### config.mk
export PLATFORM = sky130hd
export DESIGN_NAME = flash_rd_mux
export DESIGN_NICKNAME = d
export VERILOG_FILES = /design/src/rtl/flash_rd_mux.sv
export SDC_FILE = /design/constraint.sdc
export NUM_CORES = 1
export LEC_CHECK = 0
export CAP_MARGIN = 10
export CELL_PAD_IN_SITES_DETAIL_PLACEMENT = 1
export CELL_PAD_IN_SITES_GLOBAL_PLACEMENT = 2
export CORE_MARGIN = 3
export CORE_UTILIZATION = 23
export CTS_BUF_LIST = sky130_fd_sc_hd__clkbuf_16
export DETAILED_ROUTE_END_ITERATION = 10
export PLACE_DENSITY_LB_ADDON = 0.12
export SLEW_MARGIN = 15
export SYNTH_ARGS = -nofsm -noshare
export SYNTH_HDL_FRONTEND = slang
export SYNTH_SLANG_ARGS = --single-unit
export TNS_END_PERCENT = 10
### constraint.sdc
create_clock -name clk -period 5.1 [get_ports clk]
set_clock_uncertainty 0.2 [all_clocks]
set_input_delay 1.02 -clock clk [delete_from_list [all_inputs] [get_ports clk]]
set_output_delay 1.02 -clock clk [all_outputs]
set_load 0.02 [all_outputs]
### src/rtl/flash_rd_mux.sv
module flash_rd_mux #(
  parameter int CFI_LEN   = 61,
  parameter int CHIP_LOG2 = 23
) (
  input  logic        clk,
  input  logic        rst_n,
  input  logic        rd_en,
  input  logic [2:0]  mode,
  input  logic [7:0]  q_addr,
  input  logic [1:0]  acc_w,
  input  logic [1:0]  dev_w,
  input  logic        big_end,
  input  logic [31:0] arr_bytes,
  input  logic [7:0]  id0,
  input  logic [7:0]  id1,
  input  logic [7:0]  id2,
  input  logic [7:0]  id3,
  input  logic [7:0]  status,
  output logic [31:0] rd_data,
  output logic        seq_rst_req
);

  localparam logic [2:0] M_ARRAY  = 3'd0;
  localparam logic [2:0] M_UNLOCK = 3'd1;
  localparam logic [2:0] M_AUTO   = 3'd2;
  localparam logic [2:0] M_STAT   = 3'd3;
  localparam logic [2:0] M_QUERY  = 3'd4;
  localparam logic [7:0] SIZE_B   = 8'(CHIP_LOG2);

  logic [7:0]  qix;
  logic [7:0]  b0, b1, b2, b3;
  logic [31:0] arr_word;
  logic [31:0] auto_word;
  logic [7:0]  rom_byte;
  logic [31:0] nxt;
  logic        known;

  assign {b3, b2, b1, b0} = arr_bytes;

  always_comb begin
    case (dev_w)
      2'd1:    qix = q_addr >> 1;
      2'd2:    qix = q_addr >> 2;
      default: qix = q_addr;
    endcase
  end

  always_comb begin
    case (acc_w)
      2'd1:    arr_word = big_end ? {16'd0, b0, b1} : {16'd0, b1, b0};
      2'd2:    arr_word = big_end ? {b0, b1, b2, b3} : {b3, b2, b1, b0};
      default: arr_word = {24'd0, b0};
    endcase
  end

  always_comb begin
    case (qix)
      8'h00:   auto_word = {24'd0, id0};
      8'h01:   auto_word = {24'd0, id1};
      8'h0E:   auto_word = (id2 == 8'hFF) ? arr_word : {24'd0, id2};
      8'h0F:   auto_word = (id3 == 8'hFF) ? arr_word : {24'd0, id3};
      default: auto_word = 32'd0;
    endcase
  end

  always_comb begin
    case (qix)
      8'h10: rom_byte = 8'h51;
      8'h11: rom_byte = 8'h52;
      8'h12: rom_byte = 8'h59;
      8'h13: rom_byte = 8'h02;
      8'h15: rom_byte = 8'h31;
      8'h1B: rom_byte = 8'h27;
      8'h1C: rom_byte = 8'h36;
      8'h1F: rom_byte = 8'h07;
      8'h21: rom_byte = 8'h09;
      8'h22: rom_byte = 8'h0C;
      8'h23: rom_byte = 8'h01;
      8'h25: rom_byte = 8'h0A;
      8'h26: rom_byte = 8'h0D;
      8'h27: rom_byte = SIZE_B;
      8'h28: rom_byte = 8'h02;
      8'h2C: rom_byte = 8'h01;
      8'h31: rom_byte = 8'h50;
      8'h32: rom_byte = 8'h52;
      8'h33: rom_byte = 8'h49;
      8'h34: rom_byte = 8'h31;
      8'h35: rom_byte = 8'h30;
      default: rom_byte = 8'h00;
    endcase
    if (int'(qix) >= CFI_LEN) rom_byte = 8'h00;
  end

  assign known = (mode <= M_QUERY);

  always_comb begin
    case (mode)
      M_ARRAY, M_UNLOCK: nxt = arr_word;
      M_AUTO:            nxt = auto_word;
      M_STAT:            nxt = {24'd0, status};
      M_QUERY:           nxt = {24'd0, rom_byte};
      default:           nxt = arr_word;
    endcase
  end

  always_ff @(posedge clk) begin
    if (!rst_n) begin
      rd_data     <= 32'd0;
      seq_rst_req <= 1'b0;
    end else begin
      seq_rst_req <= rd_en && !known;
      if (rd_en) rd_data <= nxt;
    end
  end

  p_hold_idle_r2: assert property (@(posedge clk) disable iff (!rst_n)
    !rd_en |=> $stable(rd_data));

  p_prot_zero_r6: assert property (@(posedge clk) disable iff (!rst_n)
    rd_en && mode == M_AUTO && qix == 8'h02 |=> rd_data == 32'd0);

  p_status_r8: assert property (@(posedge clk) disable iff (!rst_n)
    rd_en && mode == M_STAT |=> rd_data == {24'd0, $past(status)});

  p_query_tail_r10: assert property (@(posedge clk) disable iff (!rst_n)
    rd_en && mode == M_QUERY && int'(qix) >= CFI_LEN |=> rd_data == 32'd0);

  p_req_unknown_r11: assert property (@(posedge clk) disable iff (!rst_n)
    rd_en && mode > M_QUERY |=> seq_rst_req);

  p_req_quiet_r11: assert property (@(posedge clk) disable iff (!rst_n)
    !(rd_en && mode > M_QUERY) |=> !seq_rst_req);

endmodule

==> results.toml, run 1 <==
[run_status]
status = "finished, final reports clean"

[clocking]
clkSlewWorstSetupHoldPaths_ns = 0.05
cts.sink_count = 33
cts_made_buffers = 5
h-tree-depth = 2
cts_resized = 0
cts_root_buffer = "clkbuf_16"
cts_tree = "yes"
hold_buffers = 0
clock_latency_ns = 0.27
cts_max_path_buffers = 2
cts_setup_buffers = 0

[global_routing]
grt-ovfl-total = 0
grt_pass1_wl_um = 21300
grt.total_usage_pct = 18.8
grt_max_degree = 31
grt_pass1_vias = 3771
antenna_found_initial = 0

[critical_path]
cp_max_fo = 12
worstPathRequired_ns = 5.05
start_kind = "input pin"
crit_path_end_kind = "register"
worst-setup-path-type = "in2reg"
critical_path_arrival_ns = 4.57

[drt]
drcViolationCount = 0
vias = 3468
routed_wl_um = 13800
drt_iter0_markers = 160
final_antenna_net_count = 0
viasPerCell = 5.12
drt_pass1_iterations = 4
wl_per_cell_um = 20.3

[finish]
multiInputGateArea_mm2 = 0.00214
area_growth_pct = 50.2
post-route-util_pct = 36.1
n_antenna_cell = 0
final_cell_mix = "clkdlybuf4s50_1 (123), nand2_1 (64), o21ai_0 (41)"
layout-drive-gt1-share_pct = 8.06
fin_nets = 610
fillers = 1509
instances_no_fill = 677
seqCellArea_um2 = 661
final_common_cell = "clkdlybuf4s50_1"

[sta]
final_hold_viol_count = 0
slew_headroom_pct = 36.1
tightest_slew_ns = 0.946
maxSlewViolCount = 0
finalSetupViolations = 0
setup_tns_ns = 0
fin_crit_sh_pct = 90.5
max_freq_mhz = 217
grt_setup_unrepaired = "no"
period_needed_ns = 4.62
hold_slack_ns = 0.248

[synthesis]
synth_seq_cells = 33
ys_seq_area_share_pct = 22.3
netlist_area_mm2 = 0.00296
synth.distinct_cells = 56
synthCells = 401
syn_nets = 502
avgSynthCellArea_um2 = 7.38
yosysWarnings = 0
synth-main-ff-cell = "dfxtp_1"
synth_edf_count = 0
async_reset_ff_share_pct = 0

[die]
initial_core_util_pct = 24.0
num_rows = 40
dieWidth_um = 119
num_io_pins = 124
die_h_um = 119
dieArea_mm2 = 0.0143
core_mm2 = 0.0123

[run]
maxCapViolCount = 0

[pwr]
power_density_mw_per_mm2 = 203
vdd_drop_max_uv = 98.5
leakagePower_nw = 1.55

[placed_design]
gp_routability_congestion = 0.851
io_buffers = 123
dp_hpwl_um = 11300
dp_cells = 670

[worst_hold_path]
hold_path.class = "reg2reg"
cell usage after synthesis, drive strengths merged, types with 7 or more instances:
cell type,count,share of area (%)
nand2,64,8.1
o21ai,52,10
dfxtp,33,22
nor2,28,3.7
a21oi,25,4.2
clkbuf,20,2.5
mux2i,17,5.8
a22o,16,4.7
nand3,15,2.7
a22oi,10,2.7
ha,10,4.2
inv,10,1.3
o211ai,8,2.0
a211oi,7,1.8
nor2b,7,1.5
layout make-up:
| cell class | count | share of cell area, % |
|---|---|---|
| Multi-Input combinational cell | 332 | 48.2 |
| Timing Repair Buffer | 127 | 28.4 |
| Sequential cell | 33 | 14.9 |
| Tap cell | 168 | 4.73 |
| Clock buffer | 5 | 2.82 |
| Inverter | 10 | 0.845 |
| Clock inverter | 2 | 0.169 |
state kept, by name, summed over array words and instances (netlist names):
register,cells
rd_data,32
seq_rst_req,1
kinds of logic after synthesis:
group           synth area share [%]
simple gates                    23.5
flops                           22.3
buf+inv                         5.54
mux                             6.13
xor+xnor                       0.296
compound gates                  38.0
fa+ha+maj                       4.23
routing by layer:
metal / vias up / wire, um / track usage [%] / share of wire [%]
met4: 0 / 166 / 4.08 / 1.2
met1: 1623 / 6560 / 25.8 / 48
met2: 122 / 6310 / 30.8 / 46
li1: 1712 / - / - / -
met5: - / 0 / 0 / 0
met3: 11 / 732 / 3.32 / 5.3
worst max-delay path, stage by stage:
cell	delay (ns)
clkdlybuf4s50_1	0.48
inv_1	0.05
ha_1	0.30
a221o_2	0.39
o21a_1	0.19
inv_1	0.20
ha_1	0.45
o21ai_0	0.18
o41ai_1	0.81
a311oi_1	0.16
nor3_1	0.24
o31ai_1	0.10
through the flow:
step	power [mW]	cell area, um^2	setup WS, ns
2_1_floorplan	0.462	2960	1.13
3_3_place_gp	0.627	4310	0.368
3_5_place_dp	0.628	4310	0.263
4_1_cts	0.913	4440	0.542
5_1_grt	0.956	4440	0.276
6_report	0.904	4440	0.482
power breakdown:
group	total, mW	switching, mW	leakage [nW]	internal (mW)
Combinational	0.352	0.200	1.22	0.152
Clock	0.280	0.106	0.0685	0.174
Sequential	0.272	0.00503	0.268	0.267
final timing paths:
path,from,endpoint,slack (ns),cells past startpoint
setup / recovery,dev_w[0],rd_data[1],0.48,12
hold / removal,rd_data[28],rd_data[28],0.25,2
setup reg to reg,rd_data[2],rd_data[2],4.21,1
hold reg to reg,rd_data[28],rd_data[28],0.25,2
Power figures use the tool's default switching activity.
==> run 2: changes to the inputs <==
Settings changed: GPL_TIMING_DRIVEN from default to 0.
==> run 2 against run 1 <==
  * Setup slack worse by 0.13 ns
  * Count of clock-buffer cells in the layout did not move
  * Worst hold slack improved by 0.0010 ns
  * Sequential power hardly changed
  * Sequential share of layout area decreased by 0.34 points
  * Clock power about the same
  * Final area up 2.3%
  * Wire length decreased by 0.68%
  * Combinational power about the same
  * Maximum frequency fell by 2.7%
  * Core utilization up 0.84 points
  * Die area unchanged
==> results.toml, run 2 (same netlist as run 1, synthesis figures left out) <==
[worst_hold_path]
hold_path_startpoint = "rd_data[28]"
hold_path.class = "reg2reg"
min_path_cells = 2
whs_endpoint = "rd_data[28]"

[critical_path]
max_stage_delay_ns = 0.48
r2r_cells = 1
r2r_end = "rd_data[2]"
reg2reg_from = "rd_data[2]"
crit_family = "buffers and inverters"
r2r_setup_slack_ns = 4.21
cp_slowest_cell = "clkdlybuf4s50_1"
cp_num_buf_inv = 6
critical_path_arrival_ns = 4.76
cp_max_fo = 10
start_kind = "input pin"
crit_path_end_kind = "register"
worstPathRequired_ns = 5.11
worst-setup-path-type = "in2reg"
cp_cell_sequence = "clkdlybuf4s50_1 > inv_1 > ha_1 > buf_6 > buf_2 > a221o_2 > o21ai_1 > ha_1 > nand3_1 > nor4_4 > buf_4 > a22oi_2 > o31ai_4 > nand3_2 > buf_6 > o21ai_2"

[sta]
final_hold_viol_count = 0
grt_setup_unrepaired = "no"
finalSetupViolations = 0
hold_slack_ns = 0.249
max_freq_mhz = 211
maxSlewViolCount = 0
period_needed_ns = 4.75
tightest_slew_ns = 0.838
fin_crit_sh_pct = 93.1
slew_headroom_pct = 43.4

[clocking]
cts_tree = "yes"
hold_buffers = 0
cts_root_buffer = "clkbuf_16"
cts_max_path_buffers = 2
clock_latency_ns = 0.28
h-tree-depth = 2
cts.sink_count = 33
cts_made_buffers = 5
clkSlewWorstSetupHoldPaths_ns = 0.05

[die]
num_rows = 40
dieArea_mm2 = 0.0143
die_h_um = 119
dieWidth_um = 119
initial_core_util_pct = 24.0
num_io_pins = 124
core_mm2 = 0.0123

[drt]
routed_wl_um = 13700
viasPerCell = 5.20
final_antenna_net_count = 0
drt_pass1_iterations = 4
drt_iter0_markers = 202
vias = 3646
wl_per_cell_um = 19.5
drcViolationCount = 0

[pwr]
vdd_drop_max_uv = 106
clock_power_share_pct = 31.1
leakagePower_nw = 1.60
pwr-share-comb_pct = 39.0
power.switching_mw = 0.314
power_density_mw_per_mm2 = 200
seqPwrFrac_pct = 29.9
swShare_pct = 34.5
power_mw = 0.911
intPower_mw = 0.597

[finish]
n_antenna_cell = 0
largest_reg_flops = 32
layout-drive-gt1-share_pct = 9.01
largest-register = "rd_data"
top_regs = "rd_data: 32 flops, seq_rst_req: 1 flops"
final_cell_mix = "clkdlybuf4s50_1 (121), nand2_1 (64), o21ai_0 (40)"
fin_nets = 635
final_common_cell = "clkdlybuf4s50_1"
post-route-util_pct = 36.9
area_growth_pct = 53.7

[run_status]
status = "finished, final reports clean"

[run]
maxCapViolCount = 0

[global_routing]
grt.total_usage_pct = 18.6
grt_pass1_wl_um = 21000
grt-ovfl-total = 0
grt_max_degree = 11
antenna_found_initial = 0
grt_pass1_vias = 3682

[placed_design]
gp_routability_congestion = 0.833
io_buffers = 121
dp_hpwl_um = 11200
-- run 2: timing repair --
action | in CTS | in global routing
pin swaps | 0 | 1
buffers inserted | 0 | 5
gates resized for setup | 1 | 0
endpoints found under the hold margin | 0 | 0
setup endpoints to repair | 2 | 10
-- run 2: final cells by class --
| type | instances | area (um^2) |
|---|---|---|
| Fill cell | 1519 | 7760 |
| Multi-Input combinational cell | 332 | 2130 |
| Timing Repair Buffer | 126 | 1250 |
| Sequential cell | 33 | 661 |
| Tap cell | 168 | 210 |
| Buffer | 26 | 126 |
| Clock buffer | 5 | 125 |
| Inverter | 10 | 37.5 |
| Clock inverter | 1 | 5.00 |
-- run 2: how the worst max path moves through the flow --
stage              from          end  slack, ns  cells after the start
2_1_floorplan  dev_w[0]  rd_data[21]       1.13                     14
3_3_place_gp   dev_w[0]  rd_data[28]      -0.25                     15
3_5_place_dp   dev_w[0]  rd_data[30]      -0.31                     15
4_1_cts        dev_w[0]  rd_data[30]       0.16                     15
5_1_grt        dev_w[0]  rd_data[30]       0.11                     16
6_report       dev_w[0]  rd_data[30]       0.35                     16
-- run 2: layer usage --
layer	vias to the layer above	share of wire (%)	global-route usage (%)
li1	1755	-	-
met1	1757	48	26.2
met2	125	45	29.9
met3	9	6.0	3.37
met4	0	0.91	3.58
met5	-	0	0
-- run 2: stage by stage --
step / instances / setup WS, ns / TNS [ns] / instance area, um^2
final: 701 / 0.353 / 0 / 4550
after global routing: 701 / 0.110 / 0 / 4550
after CTS: 696 / 0.157 / 0 / 4510
after detailed placement: 690 / -0.306 / -5.08 / 4380
after global placement: 690 / -0.252 / -4.25 / 4380
after floorplan: 401 / 1.13 / 0 / 2960
-- run 2: power by group through the flow --
stage	sequential [mW]	clock, mW	combinational (mW)
after floorplan	0.287	0	0.176
after global placement	0.277	0	0.353
after detailed placement	0.277	0	0.353
after CTS	0.272	0.294	0.355
after global routing	0.273	0.302	0.388
final	0.272	0.283	0.355
